<file path="src/rtl/shadd_pkg.sv">
package shadd_pkg;
   typedef enum logic [1:0] {
      PH_IDLE  = 2'd0,
      PH_ADD   = 2'd1,
      PH_SHIFT = 2'd2,
      PH_COUNT = 2'd3
   } phase_t;
endpackage

</file>
<file path="src/rtl/shadd_adder.sv">
module shadd_adder #(
   parameter int W      = 32,
   parameter bit RIPPLE = 1'b1
) (
   input  logic [W-1:0] a,
   input  logic [W-1:0] b,
   output logic [W-1:0] sum,
   output logic         cout
);
   generate
      if (RIPPLE) begin : g_ripple
         logic [W:0] cy;
         assign cy[0] = 1'b0;
         for (genvar i = 0; i < W; i++) begin : g_bit
            assign sum[i]  = a[i] ^ b[i] ^ cy[i];
            assign cy[i+1] = (a[i] & b[i]) | (cy[i] & (a[i] ^ b[i]));
         end
         assign cout = cy[W];
      end else begin : g_behav
         logic [W:0] full;
         assign full = {1'b0, a} + {1'b0, b};
         assign sum  = full[W-1:0];
         assign cout = full[W];
      end
   endgenerate
endmodule

</file>
<file path="src/rtl/shadd_ctrl.sv">
module shadd_ctrl
   import shadd_pkg::*;
#(
   parameter int N = 32
) (
   input  logic clk,
   input  logic rst,
   input  logic start,
   output logic load,
   output logic do_add,
   output logic do_shift,
   output logic busy,
   output logic done
);
   localparam int CW = $clog2(N + 1);
   localparam logic [CW-1:0] STEPS = CW'(N);
   localparam logic [CW-1:0] LAST  = CW'(1);

   phase_t        phase;
   logic [CW-1:0] steps_left;
   logic          done_q;

   assign load     = (phase == PH_IDLE) && start;
   assign do_add   = (phase == PH_ADD);
   assign do_shift = (phase == PH_SHIFT);
   assign busy     = (phase != PH_IDLE);
   assign done     = done_q;

   always_ff @(posedge clk) begin
      if (rst) begin
         phase      <= PH_IDLE;
         steps_left <= '0;
         done_q     <= 1'b0;
      end else begin
         done_q <= 1'b0;
         case (phase)
            PH_IDLE: begin
               if (start) begin
                  phase      <= PH_ADD;
                  steps_left <= STEPS;
               end
            end
            PH_ADD:   phase <= PH_SHIFT;
            PH_SHIFT: phase <= PH_COUNT;
            PH_COUNT: begin
               steps_left <= steps_left - LAST;
               if (steps_left == LAST) begin
                  phase  <= PH_IDLE;
                  done_q <= 1'b1;
               end else begin
                  phase <= PH_ADD;
               end
            end
            default: phase <= PH_IDLE;
         endcase
      end
   end
endmodule

</file>
<file path="src/rtl/shadd_datapath.sv">
module shadd_datapath #(
   parameter int N      = 32,
   parameter bit RIPPLE = 1'b1
) (
   input  logic           clk,
   input  logic           rst,
   input  logic           load,
   input  logic           do_add,
   input  logic           do_shift,
   input  logic [N-1:0]   x,
   input  logic [N-1:0]   y,
   output logic [2*N-1:0] product
);
   logic         cflag;
   logic [N-1:0] acc;
   logic [N-1:0] mcand;
   logic [N-1:0] mplier;
   logic [N-1:0] add_sum;
   logic         add_cout;

   shadd_adder #(.W(N), .RIPPLE(RIPPLE)) u_add (
      .a    (acc),
      .b    (mcand),
      .sum  (add_sum),
      .cout (add_cout)
   );

   always_ff @(posedge clk) begin
      if (rst) begin
         cflag  <= 1'b0;
         acc    <= '0;
         mcand  <= '0;
         mplier <= '0;
      end else if (load) begin
         cflag  <= 1'b0;
         acc    <= '0;
         mcand  <= y;
         mplier <= x;
      end else if (do_add) begin
         if (mplier[0]) begin
            cflag <= add_cout;
            acc   <= add_sum;
         end
      end else if (do_shift) begin
         cflag  <= 1'b0;
         acc    <= {cflag, acc[N-1:1]};
         mplier <= {acc[0], mplier[N-1:1]};
      end
   end

   assign product = {acc, mplier};
endmodule

</file>
<file path="src/rtl/shadd_mult.sv">
module shadd_mult #(
   parameter int N             = 32,
   parameter bit RIPPLE_ADDER  = 1'b1
) (
   input  logic           clk,
   input  logic           rst,
   input  logic           start,
   input  logic [N-1:0]   x,
   input  logic [N-1:0]   y,
   output logic           busy,
   output logic           done,
   output logic [2*N-1:0] product
);
   generate
      if (N < 2) begin : g_bad_width
         $error("shadd_mult: N must be at least 2");
      end
   endgenerate

   logic load;
   logic do_add;
   logic do_shift;

   shadd_ctrl #(.N(N)) u_ctrl (
      .clk      (clk),
      .rst      (rst),
      .start    (start),
      .load     (load),
      .do_add   (do_add),
      .do_shift (do_shift),
      .busy     (busy),
      .done     (done)
   );

   shadd_datapath #(.N(N), .RIPPLE(RIPPLE_ADDER)) u_dp (
      .clk      (clk),
      .rst      (rst),
      .load     (load),
      .do_add   (do_add),
      .do_shift (do_shift),
      .x        (x),
      .y        (y),
      .product  (product)
   );
endmodule

</file>
<file path="config.mk">
export PLATFORM = sky130hd
export DESIGN_NAME = shadd_mult
export DESIGN_NICKNAME = d
export VERILOG_FILES = /design/src/rtl/shadd_pkg.sv /design/src/rtl/shadd_adder.sv /design/src/rtl/shadd_ctrl.sv /design/src/rtl/shadd_datapath.sv /design/src/rtl/shadd_mult.sv
export SDC_FILE = /design/constraint.sdc
export NUM_CORES = 1
export LEC_CHECK = 0
export ABC_AREA = 0
export BUFFER_PORTS_ARGS = -buffer_cell sky130_fd_sc_hd__buf_2
export CAP_MARGIN = 20
export CORE_ASPECT_RATIO = 0.8
export CORE_UTILIZATION = 58
export DETAILED_ROUTE_END_ITERATION = 8
export PLACE_DENSITY_LB_ADDON = 0.2
export RECOVER_POWER = 50
export SLEW_MARGIN = 20
export SYNTH_ARGS = -nofsm -noshare
export SYNTH_HDL_FRONTEND = slang
export SYNTH_SLANG_ARGS = --single-unit
</file>
<file path="constraint.sdc">
create_clock -name clk -period 32.7 [get_ports clk]
set_input_delay 3.27 -clock clk [delete_from_list [all_inputs] [get_ports clk]]
set_output_delay 3.27 -clock clk [all_outputs]
set_load 0.03 [all_outputs]
</file>
==> reports/results.ini, run 1 <==
[clocking]
cts_resized=0
insertion_delay_ps=340
cts_buffers=9
cts_tree=built
cts.htree.levels=3
clock-root-buffer=clkbuf_16
clockBufferDepth=2
clkTransAtPathRegs_ps=70
hold_buffers=0
clock_sinks=106
cts_setup_buffers=0

[placed_design]
dp_cells=776
gp_congestion=0.8270
place_ws_ps=18280
io_buffer_count=132
hpwlAfterDp_mm=8.004
placed_area_mm2=0.005928

[power_and_ir_drop]
power_density_mw_per_mm2=104.7
leakagePower_uw=0.002375
ir_drop_mv=0.1143

[detailed_routing]
vias=4320
post_drt_wl_per_cell_um=15.05
routed_via_density=5.461
drt_iter0_drc=222
ant_nets=0
drtPass1Iterations=4
drt_wl_total_mm=11.91
drc=0

[cells_and_area]
final_cells=791
final_area_mm2=0.006148
final_nets=782
layout-drive-gt1-share=0.1723
layout_commonest_cell=nand2_1
synthToLayoutAreaGrowth_pct=15.38
antenna_cells=0
final_cell_mix=nand2_1 (134), dfxtp_1 (106), nor2_1 (74), clkbuf_1 (69), buf_2 (67)

[sta]
fin_ws_ps=18360
maxSlewViolCount=74
rsz0062_at_grt=false
tns_ps=0
fin_crit_ps=14340
tightest_slew_ps=3980
achievable-frequency_mhz=69.75
hold_viol_final=0
period_share=0.4384
slew_headroom=-1.654
clock_skew_ps=7.687
holdWs_ps=463.8
setup_viol=0

[floorplan]
dieHeight_um=87.74
dieWidth_um=109.2
core_area_mm2=0.008708
start_util=0.6119
dieArea_mm2=0.009578
num_rows=30
num_io_pins=133

[worst_setup_path]
worst_ep_required_time_ps=32950
cpMaxStageDelayCell=fa_1
path_max_fanout=4
cpMostUsedCell=fa_1
crit_arrival_ps=14590
worstSetupPathType=reg -> reg
critPathLaunchType=flop
worstReg2RegStart=u_dp.acc[0]
critical_path.max_stage_delay_ps=520
cp-end-kind=flop
crit_start=u_dp.acc[0]

[grt]
grt_pass1_wl_mm=19.73
grt_pass1_vias=4068
grt_max_degree=74
grt_use_total=0.2655
antenna_found_initial=0
grt.overflow.total=0

[hold_path]
hp-class=reg -> reg
min-delay-start=u_dp.mcand[0]

[status]
status=finished with violations
violations=capacitance limit, slew limit

[synth]
ys_ff_latch=106
yosys_warnings=0
async_flop_share=0
yosysTopAreaCellShare=0.3982
synth-edff-count=0
avgSynthCellArea_um2=9.349
syn-num-nets=677
netlist_instances=570
synth_area_mm2=0.005329
yosysSeqAreaShare=0.3982
synthTopCellsByArea=dfxtp_1 (40%), fa_1 (12%), nand2_1 (9.4%)
synth.largest_area_cell=dfxtp_1
synth_flop_cell=dfxtp_1
yosysUniqueCellTypes=35

[run]
cap_violations=1

==> power by group <==
group / internal [uW] / switching, uW / leakage (uW)
Combinational: 102 / 217 / 0.00136
Sequential: 172 / 40.6 / 0.000868
Clock: 66.7 / 45.3 / 0.000147
==> through the flow <==
stage | power, uW | util
after floorplan | 474.8 | -
after global placement | 527.0 | 0.6807
after detailed placement | 541.3 | 0.6807
after CTS | 654.1 | 0.7154
after global routing | 689.8 | 0.7060
final | 644.0 | 0.7060
==> final timing paths <==
kind	end	cells past startpoint	slack [ps]
worst max-delay path	u_dp.acc[31]	36	18360
worst min-delay path	u_dp.mcand[0]	2	460
worst max register to register	u_dp.acc[31]	36	18360
worst min register to register	u_dp.mcand[0]	2	460
==> cell usage after synthesis (5+ instances only) <==
cell / count
nand2_1: 134
dfxtp_1: 106
nor2_1: 74
a21oi_1: 36
mux2i_1: 33
a211oi_1: 31
fa_1: 31
a311oi_2: 28
clkbuf_1: 15
inv_1: 12
buf_2: 11
ha_1: 9
buf_4: 6
buf_6: 6
buf_1: 5
nand2b_1: 5
==> sequential cells by signal, summed over array words and instances (netlist names) <==
register / count
u_ctrl.steps_left: 6
u_dp.acc: 32
u_dp.mplier: 32
u_dp.mcand: 32
u_ctrl.phase: 2
u_ctrl.done: 1
u_dp.cflag: 1
==> metal layers <==
metal  global-route usage  part of all wire  up-vias  routed length, um
li1                     -                 -     2145                  -
met1               0.3537              0.47     2055               5549
met2               0.4340              0.46      111               5482
met3              0.06994             0.065        9                773
met4              0.06143            0.0087        0                104
met5                    0                 0        -                  0
==> cells by family (layout without fill, tap and decap cells) <==
group                    Yosys count  in the layout  share of synthesized area
flip-flops                       106            106                     0.3982
multiplexers                      34             34                    0.06410
buffers and inverters             55            164                    0.05400
XOR/XNOR                           2              2                   0.003288
adder cells (fa/ha/maj)           40             40                     0.1376
AND/OR/NAND/NOR                  225            225                     0.1669
AO/OA/AOI/OAI                    108            108                     0.1759
==> critical path, delay by kind of cell (launching register included) <==
family	cells	cell delay [ps]
compound gates	1	250
mux	1	70
fa+ha+maj	32	13430
flops	1	340
buf+inv	2	130
==> area by class of cell <==
class,instances,area [um^2]
clock buffer,12,236.5
multi-input combinational,409,2927
tap,112,140.1
fill,724,2560
clock inverter,3,65.06
timing repair buffer,137,613.1
inverter,12,45.04
sequential,106,2122
(Power assumes the default switching activity.)
==> run 2: changes to the inputs <==
Settings changed: ABC_AREA 0 to 1, CORE_UTILIZATION 58 to 54.
Clock period 32.7 ns to 13.85 ns, I/O delays scaled along.
==> reports/results.ini, run 2 <==
[detailed_routing]
drc=0  ; unchanged
top_layer=met4  ; unchanged
ant_nets=0  ; unchanged
met2_length_mm=5.878  ; was 5.482 mm
post_drt_wl_per_cell_um=12.75  ; was 15.05 um
drt-met1-wl_mm=5.287  ; was 5.549 mm
routed_via_density=4.980  ; was 5.461
vias=4696  ; was 4320
wl_met3_um=693  ; was 773 um
drtPass1Iterations=4  ; unchanged
drt_wl_total_mm=12.02  ; was 11.91 mm
drt_iter0_drc=264  ; was 222

[synth]
ys_ff_latch=106  ; unchanged
post-synth-top-count-cell=nor2_1  ; was nand2_1
yosys_warnings=0  ; unchanged
yosysSeqAreaShare=0.3811  ; was 0.3982
async_flop_share=0  ; unchanged
syn-num-nets=807  ; was 677
synth_flop_cell=dfxtp_1  ; unchanged
synth_area_mm2=0.005568  ; was 0.005329 mm^2
yosysTopAreaCellShare=0.3811  ; was 0.3982
synth.largest_area_cell=dfxtp_1  ; unchanged
netlist_instances=700  ; was 570
yosysUniqueCellTypes=29  ; was 35
avgSynthCellArea_um2=7.954  ; was 9.349 um^2
synth-edff-count=0  ; unchanged
synthTopCellsByCount=nor2_1 (163), nand2_1 (147), dfxtp_1 (106), o21ai_0 (90), inv_1 (41)  ; was nand2_1 (134), dfxtp_1 (106), nor2_1 (74), a21oi_1 (36), mux2i_1 (33)
synthTopCellsByArea=dfxtp_1 (38%), fa_1 (11%), nor2_1 (11%)  ; was dfxtp_1 (40%), fa_1 (12%), nand2_1 (9.4%)

[sta]
fin_ws_ps=512.1  ; was 18360 ps
slew_headroom=-0.6095  ; was -1.654
tightest_slew_ps=2414  ; was 3980 ps
maxSlewViolCount=203  ; was 74
hold_viol_final=0  ; unchanged
tns_ps=0  ; unchanged
fin_crit_ps=13340  ; was 14340 ps
achievable-frequency_mhz=74.97  ; was 69.75 MHz
clock_skew_ps=5.882  ; was 7.687 ps
setup_viol=0  ; unchanged
rsz0062_at_grt=false  ; unchanged
period_share=0.9630  ; was 0.4384

[worst_setup_path]
cpMaxStageDelayCell=fa_1  ; unchanged
worst_ep_required_time_ps=14120  ; was 32950 ps
r2r_cells=36  ; unchanged
critPathLaunchType=flop  ; unchanged
crit_arrival_ps=13600  ; was 14590 ps
path_max_fanout=2  ; was 4
cpMostUsedCell=fa_1  ; unchanged
worstSetupPathType=reg -> reg  ; unchanged
cp-end-kind=flop  ; unchanged
critical_path.max_stage_delay_ps=510  ; was 520 ps

[clocking]
hold_buffers=0  ; unchanged
clkTransAtPathRegs_ps=70  ; about the same
cts.htree.levels=3  ; unchanged
clock_sinks=106  ; unchanged
cts_buffers=9  ; unchanged
clockBufferDepth=2  ; unchanged
cts_tree=built  ; unchanged
clock-root-buffer=clkbuf_16  ; unchanged
insertion_delay_ps=340  ; about the same

[status]
violations=capacitance limit, slew limit  ; unchanged
status=finished with violations  ; unchanged

[hold_path]
hold_depth=2  ; unchanged
hp-class=reg -> reg  ; unchanged

[cells_and_area]
seqCellArea_mm2=0.002122  ; unchanged
final_area_mm2=0.006344  ; was 0.006148 mm^2
antenna_cells=0  ; unchanged
final_nets=910  ; was 782
fill_cells=910  ; was 724
largest_registers=u_dp.acc x32, u_dp.mcand x32, u_dp.mplier x32  ; unchanged
utilization=0.6467  ; was 0.7060
final_cell_mix=nor2_1 (163), nand2_1 (147), dfxtp_1 (106), o21ai_0 (90), clkbuf_1 (68)  ; was nand2_1 (134), dfxtp_1 (106), nor2_1 (74), clkbuf_1 (69), buf_2 (67)
synthToLayoutAreaGrowth_pct=13.93  ; was 15.38%
layout-drive-gt1-share=0.1698  ; was 0.1723
final_cells=943  ; was 791
multi_input_area_mm2=0.002985  ; was 0.002927 mm^2
layout_commonest_cell=nor2_1  ; was nand2_1

[grt]
grt.overflow.total=0  ; unchanged
antenna_found_initial=0  ; unchanged
grt_max_degree=70  ; was 74
grt_use_total=0.2389  ; was 0.2655
grt_pass1_wl_mm=20.19  ; was 19.73 mm
grt_pass1_vias=4431  ; was 4068

[run]
cap_violations=3  ; was 1

[power_and_ir_drop]
leakagePower_uw=0.002782  ; was 0.002375 uW
ir_drop_mv=0.1894  ; was 0.1143 mV
power_density_mw_per_mm2=234.8  ; was 104.7 mW/mm^2

[floorplan]
num_io_pins=133  ; unchanged
dieHeight_um=92.82  ; was 87.74 um
num_rows=32  ; was 30
dieArea_mm2=0.01072  ; was 0.009578 mm^2
core_area_mm2=0.009809  ; was 0.008708 mm^2
dieWidth_um=115.5  ; was 109.2 um
start_util=0.5676  ; was 0.6119

[placed_design]
placed_area_mm2=0.006115  ; was 0.005928 mm^2
io_buffer_count=132  ; unchanged
hpwlAfterDp_mm=7.951  ; was 8.004 mm
dp_cells=928  ; was 776
place_ws_ps=-350.9  ; was 18280 ps
gp_congestion=0.8115  ; was 0.8270

run 2: final timing paths:
check / startpoint / to / slack [ps]
hold / removal: u_dp.cflag / u_dp.cflag / 460
setup / recovery: u_dp.acc[0] / u_dp.acc[31] / 510
hold reg to reg: u_dp.cflag / u_dp.cflag / 460
setup reg to reg: u_dp.acc[0] / u_dp.acc[31] / 510
run 2: area by class of cell:
| cell class | count | share of cell area |
|---|---|---|
| Clock buffer | 13 | 0.04418 |
| Clock inverter | 2 | 0.001578 |
| Inverter | 45 | 0.02840 |
| Multi-Input combinational cell | 506 | 0.4706 |
| Sequential cell | 106 | 0.3345 |
| Tap cell | 136 | 0.02682 |
| Timing Repair Buffer | 135 | 0.09389 |
run 2: power breakdown:
part	leakage, uW	internal, uW	switching (uW)
Combinational	0.00176	218	518
Sequential	0.000871	413	92.1
Clock	0.000147	140	108
run 2: timing repair:
| item | in CTS | in global routing |
|---|---|---|
| cloned | 0 | 0 |
| buffers inserted | 0 | 0 |
| setup endpoints to repair | 2 | 2 |
| pin swaps | 0 | 1 |
| resized for setup | 7 | 7 |
run 2: critical path: cells and delay by family (launching register included):
kind                     cells  cell delay, ps
AO/OA/AOI/OAI                1             200
adder cells (fa/ha/maj)     32           12570
buffers and inverters        2             130
flip-flops                   1             320
AND/OR/NAND/NOR              1              50
run 2: through the flow:
| stage | hold slack (ps) | total power (uW) |
|---|---|---|
| floorplan | 439.3 | 1125 |
| global placement | 451.4 | 1231 |
| detailed placement | 453.7 | 1256 |
| CTS | 462.2 | 1512 |
| global route | 480.6 | 1624 |
| finish | 462.4 | 1489 |
run 2: cells by family after synthesis:
group,count (synthesis),share of synthesized area
and+or+nand+nor,325,0.2297
AOI/OAI and AO/OA,139,0.1658
DFF,106,0.3811
buffers and inverters,88,0.08854
adders and majority gates,40,0.1317
xor gates and xnor gates,2,0.003147
run 2: metal layers:
metal  track usage  up-vias
met2        0.3977      114
met3       0.06741       14
met4       0.08442        0
li1              -     2414
met5             0        -
met1        0.2943     2154
==> run 3: changes to the inputs <==
Settings changed: ABC_AREA 1 to unset, CORE_UTILIZATION 54 to 58.
Clock period 13.85 ns to 16.44 ns, I/O delays scaled along.
==> reports/results.ini, run 3 (synthesis results as in run 1) <==
[worst_setup_path]
critical_path.max_stage_delay_ps=510  ; about the same
cpMostUsedCell=fa_1  ; unchanged
worst_ep_required_time_ps=16690  ; was 14120 ps
worstSetupPathType=reg -> reg  ; unchanged
cp-end-kind=flop  ; unchanged
cpMaxStageDelayCell=fa_1  ; unchanged
critPathLaunchType=flop  ; unchanged
crit_arrival_ps=14600  ; was 13600 ps
r2r_cells=36  ; unchanged
path_max_fanout=4  ; was 2

[sta]
hold_viol_final=0  ; unchanged
tns_ps=0  ; unchanged
tightest_slew_ps=4026  ; was 2414 ps
fin_ws_ps=2086  ; was 512.1 ps
rsz0062_at_grt=false  ; unchanged
clock_skew_ps=7.433  ; was 5.882 ps
achievable-frequency_mhz=69.67  ; was 74.97 MHz
slew_headroom=-1.684  ; was -0.6095
setup_viol=0  ; unchanged
period_share=0.8731  ; was 0.9630
maxSlewViolCount=74  ; was 203
fin_crit_ps=14350  ; was 13340 ps

[detailed_routing]
post_drt_wl_per_cell_um=14.85  ; was 12.75 um
drtPass1Iterations=4  ; unchanged
drt_wl_total_mm=11.78  ; was 12.02 mm
drc=0  ; unchanged
drt_iter0_drc=224  ; was 264
routed_via_density=5.444  ; was 4.980
vias=4317  ; was 4696
ant_nets=0  ; unchanged

[cells_and_area]
final_cell_mix=nand2_1 (134), dfxtp_1 (106), nor2_1 (74), clkbuf_1 (70), buf_2 (66)  ; was nor2_1 (163), nand2_1 (147), dfxtp_1 (106), o21ai_0 (90), clkbuf_1 (68)
synthToLayoutAreaGrowth_pct=15.64  ; was 13.93%
largest_registers=u_dp.acc x32, u_dp.mcand x32, u_dp.mplier x32  ; unchanged
multi_input_area_mm2=0.002927  ; was 0.002985 mm^2
layout_commonest_cell=nand2_1  ; was nor2_1
layout-drive-gt1-share=0.1706  ; was 0.1698
final_nets=782  ; was 910
seqCellArea_mm2=0.002122  ; unchanged
fill_cells=715  ; was 910

[grt]
antenna_found_initial=1  ; was 0
grt_use_total=0.2618  ; was 0.2389
grt_pass1_vias=4106  ; was 4431
grt_max_degree=74  ; was 70
grt_pass1_wl_mm=19.43  ; was 20.19 mm
grt.overflow.total=0  ; unchanged

[placed_design]
hpwlAfterDp_mm=7.939  ; was 7.951 mm
gp_congestion=0.8271  ; was 0.8115
io_buffer_count=132  ; unchanged
place_ws_ps=2005  ; was -350.9 ps

[power_and_ir_drop]
p_comb_frac=0.494  ; about the same
leakagePower_uw=0.002376  ; was 0.002782 uW
clock_power_share=0.177  ; was 0.167
power.net_switching_uw=600.9  ; was 718.4 uW
internal-power_uw=682.3  ; was 770.8 uW
power_density_mw_per_mm2=208.2  ; was 234.8 mW/mm^2
ir_drop_mv=0.1844  ; was 0.1894 mV
seqPwrFrac=0.329  ; was 0.339
swShare=0.4683  ; was 0.4824

[floorplan]
dieArea_mm2=0.009578  ; was 0.01072 mm^2
num_rows=30  ; was 32
num_io_pins=133  ; unchanged
dieHeight_um=87.74  ; was 92.82 um
dieWidth_um=109.2  ; was 115.5 um
start_util=0.6119  ; was 0.5676
core_area_mm2=0.008708  ; was 0.009809 mm^2

[clocking]
clock-root-buffer=clkbuf_16  ; unchanged
cts.htree.levels=3  ; unchanged
clockBufferDepth=2  ; unchanged
insertion_delay_ps=340  ; about the same
clock_sinks=106  ; unchanged
cts_tree=built  ; unchanged
hold_buffers=0  ; unchanged
cts_setup_buffers=0  ; unchanged
cts_buffers=9  ; unchanged
cts_resized=0  ; was 7
clkTransAtPathRegs_ps=70  ; about the same

[status]
status=finished with violations  ; unchanged
violations=capacitance limit, slew limit  ; unchanged

[hold_path]
hold_depth=2  ; unchanged
hp-class=reg -> reg  ; unchanged

[run]
cap_violations=1  ; was 3

## run 3: area by class of cell
class,instances,area share
tap,112,0.02274
antenna,1,0.0004061
clock inverter,2,0.009746
sequential,106,0.3444
timing repair buffer,137,0.09929
multi-input combinational,409,0.4749
clock buffer,14,0.04122
inverter,12,0.007310
## run 3: per-stage QoR
step / utilization / std cells / total power (uW) / hold WS (ps) / area (um^2)
floorplan: - / 570 / 944.5 / 436.3 / 5329
global placement: 0.6807 / 776 / 1048 / 452.9 / 5928
detailed placement: 0.6807 / 776 / 1075 / 455.9 / 5928
CTS: 0.7168 / 792 / 1303 / 465.4 / 6242
global route: 0.7076 / 793 / 1372 / 496.9 / 6162
finish: 0.7076 / 793 / 1283 / 465.6 / 6162
## run 3: layer usage
metal	up-vias	global-route usage	routed length, um	part of all wire
met3	11	0.07961	752	0.064
li1	2137	-	-	-
met5	-	0	0	0
met4	0	0.06757	124	0.011
met2	109	0.4157	5501	0.47
met1	2060	0.3496	5399	0.46
## run 3: worst max-delay path, delay by kind of cell (launching register included)
family	cells	cell delay, ps
compound gates	1	250
fa+ha+maj	32	13440
buf+inv	2	130
flops	1	340
mux	1	70
## run 3: worst paths after layout
| check | slack [ps] | to | from |
|---|---|---|---|
| hold reg to reg | 470 | u_dp.mcand[0] | u_dp.mcand[0] |
| setup reg to reg | 2090 | u_dp.acc[31] | u_dp.acc[0] |
| hold / removal | 470 | u_dp.mcand[0] | u_dp.mcand[0] |
| setup / recovery | 2090 | u_dp.acc[31] | u_dp.acc[0] |
## run 3: power by group through the flow
stage	sequential (uW)	clock (uW)	combinational (uW)
after floorplan	529	0	416
after detailed placement	424	0	651
after global routing	436	241	696
after global placement	420	0	629
after CTS	419	230	653
final	422	227	633
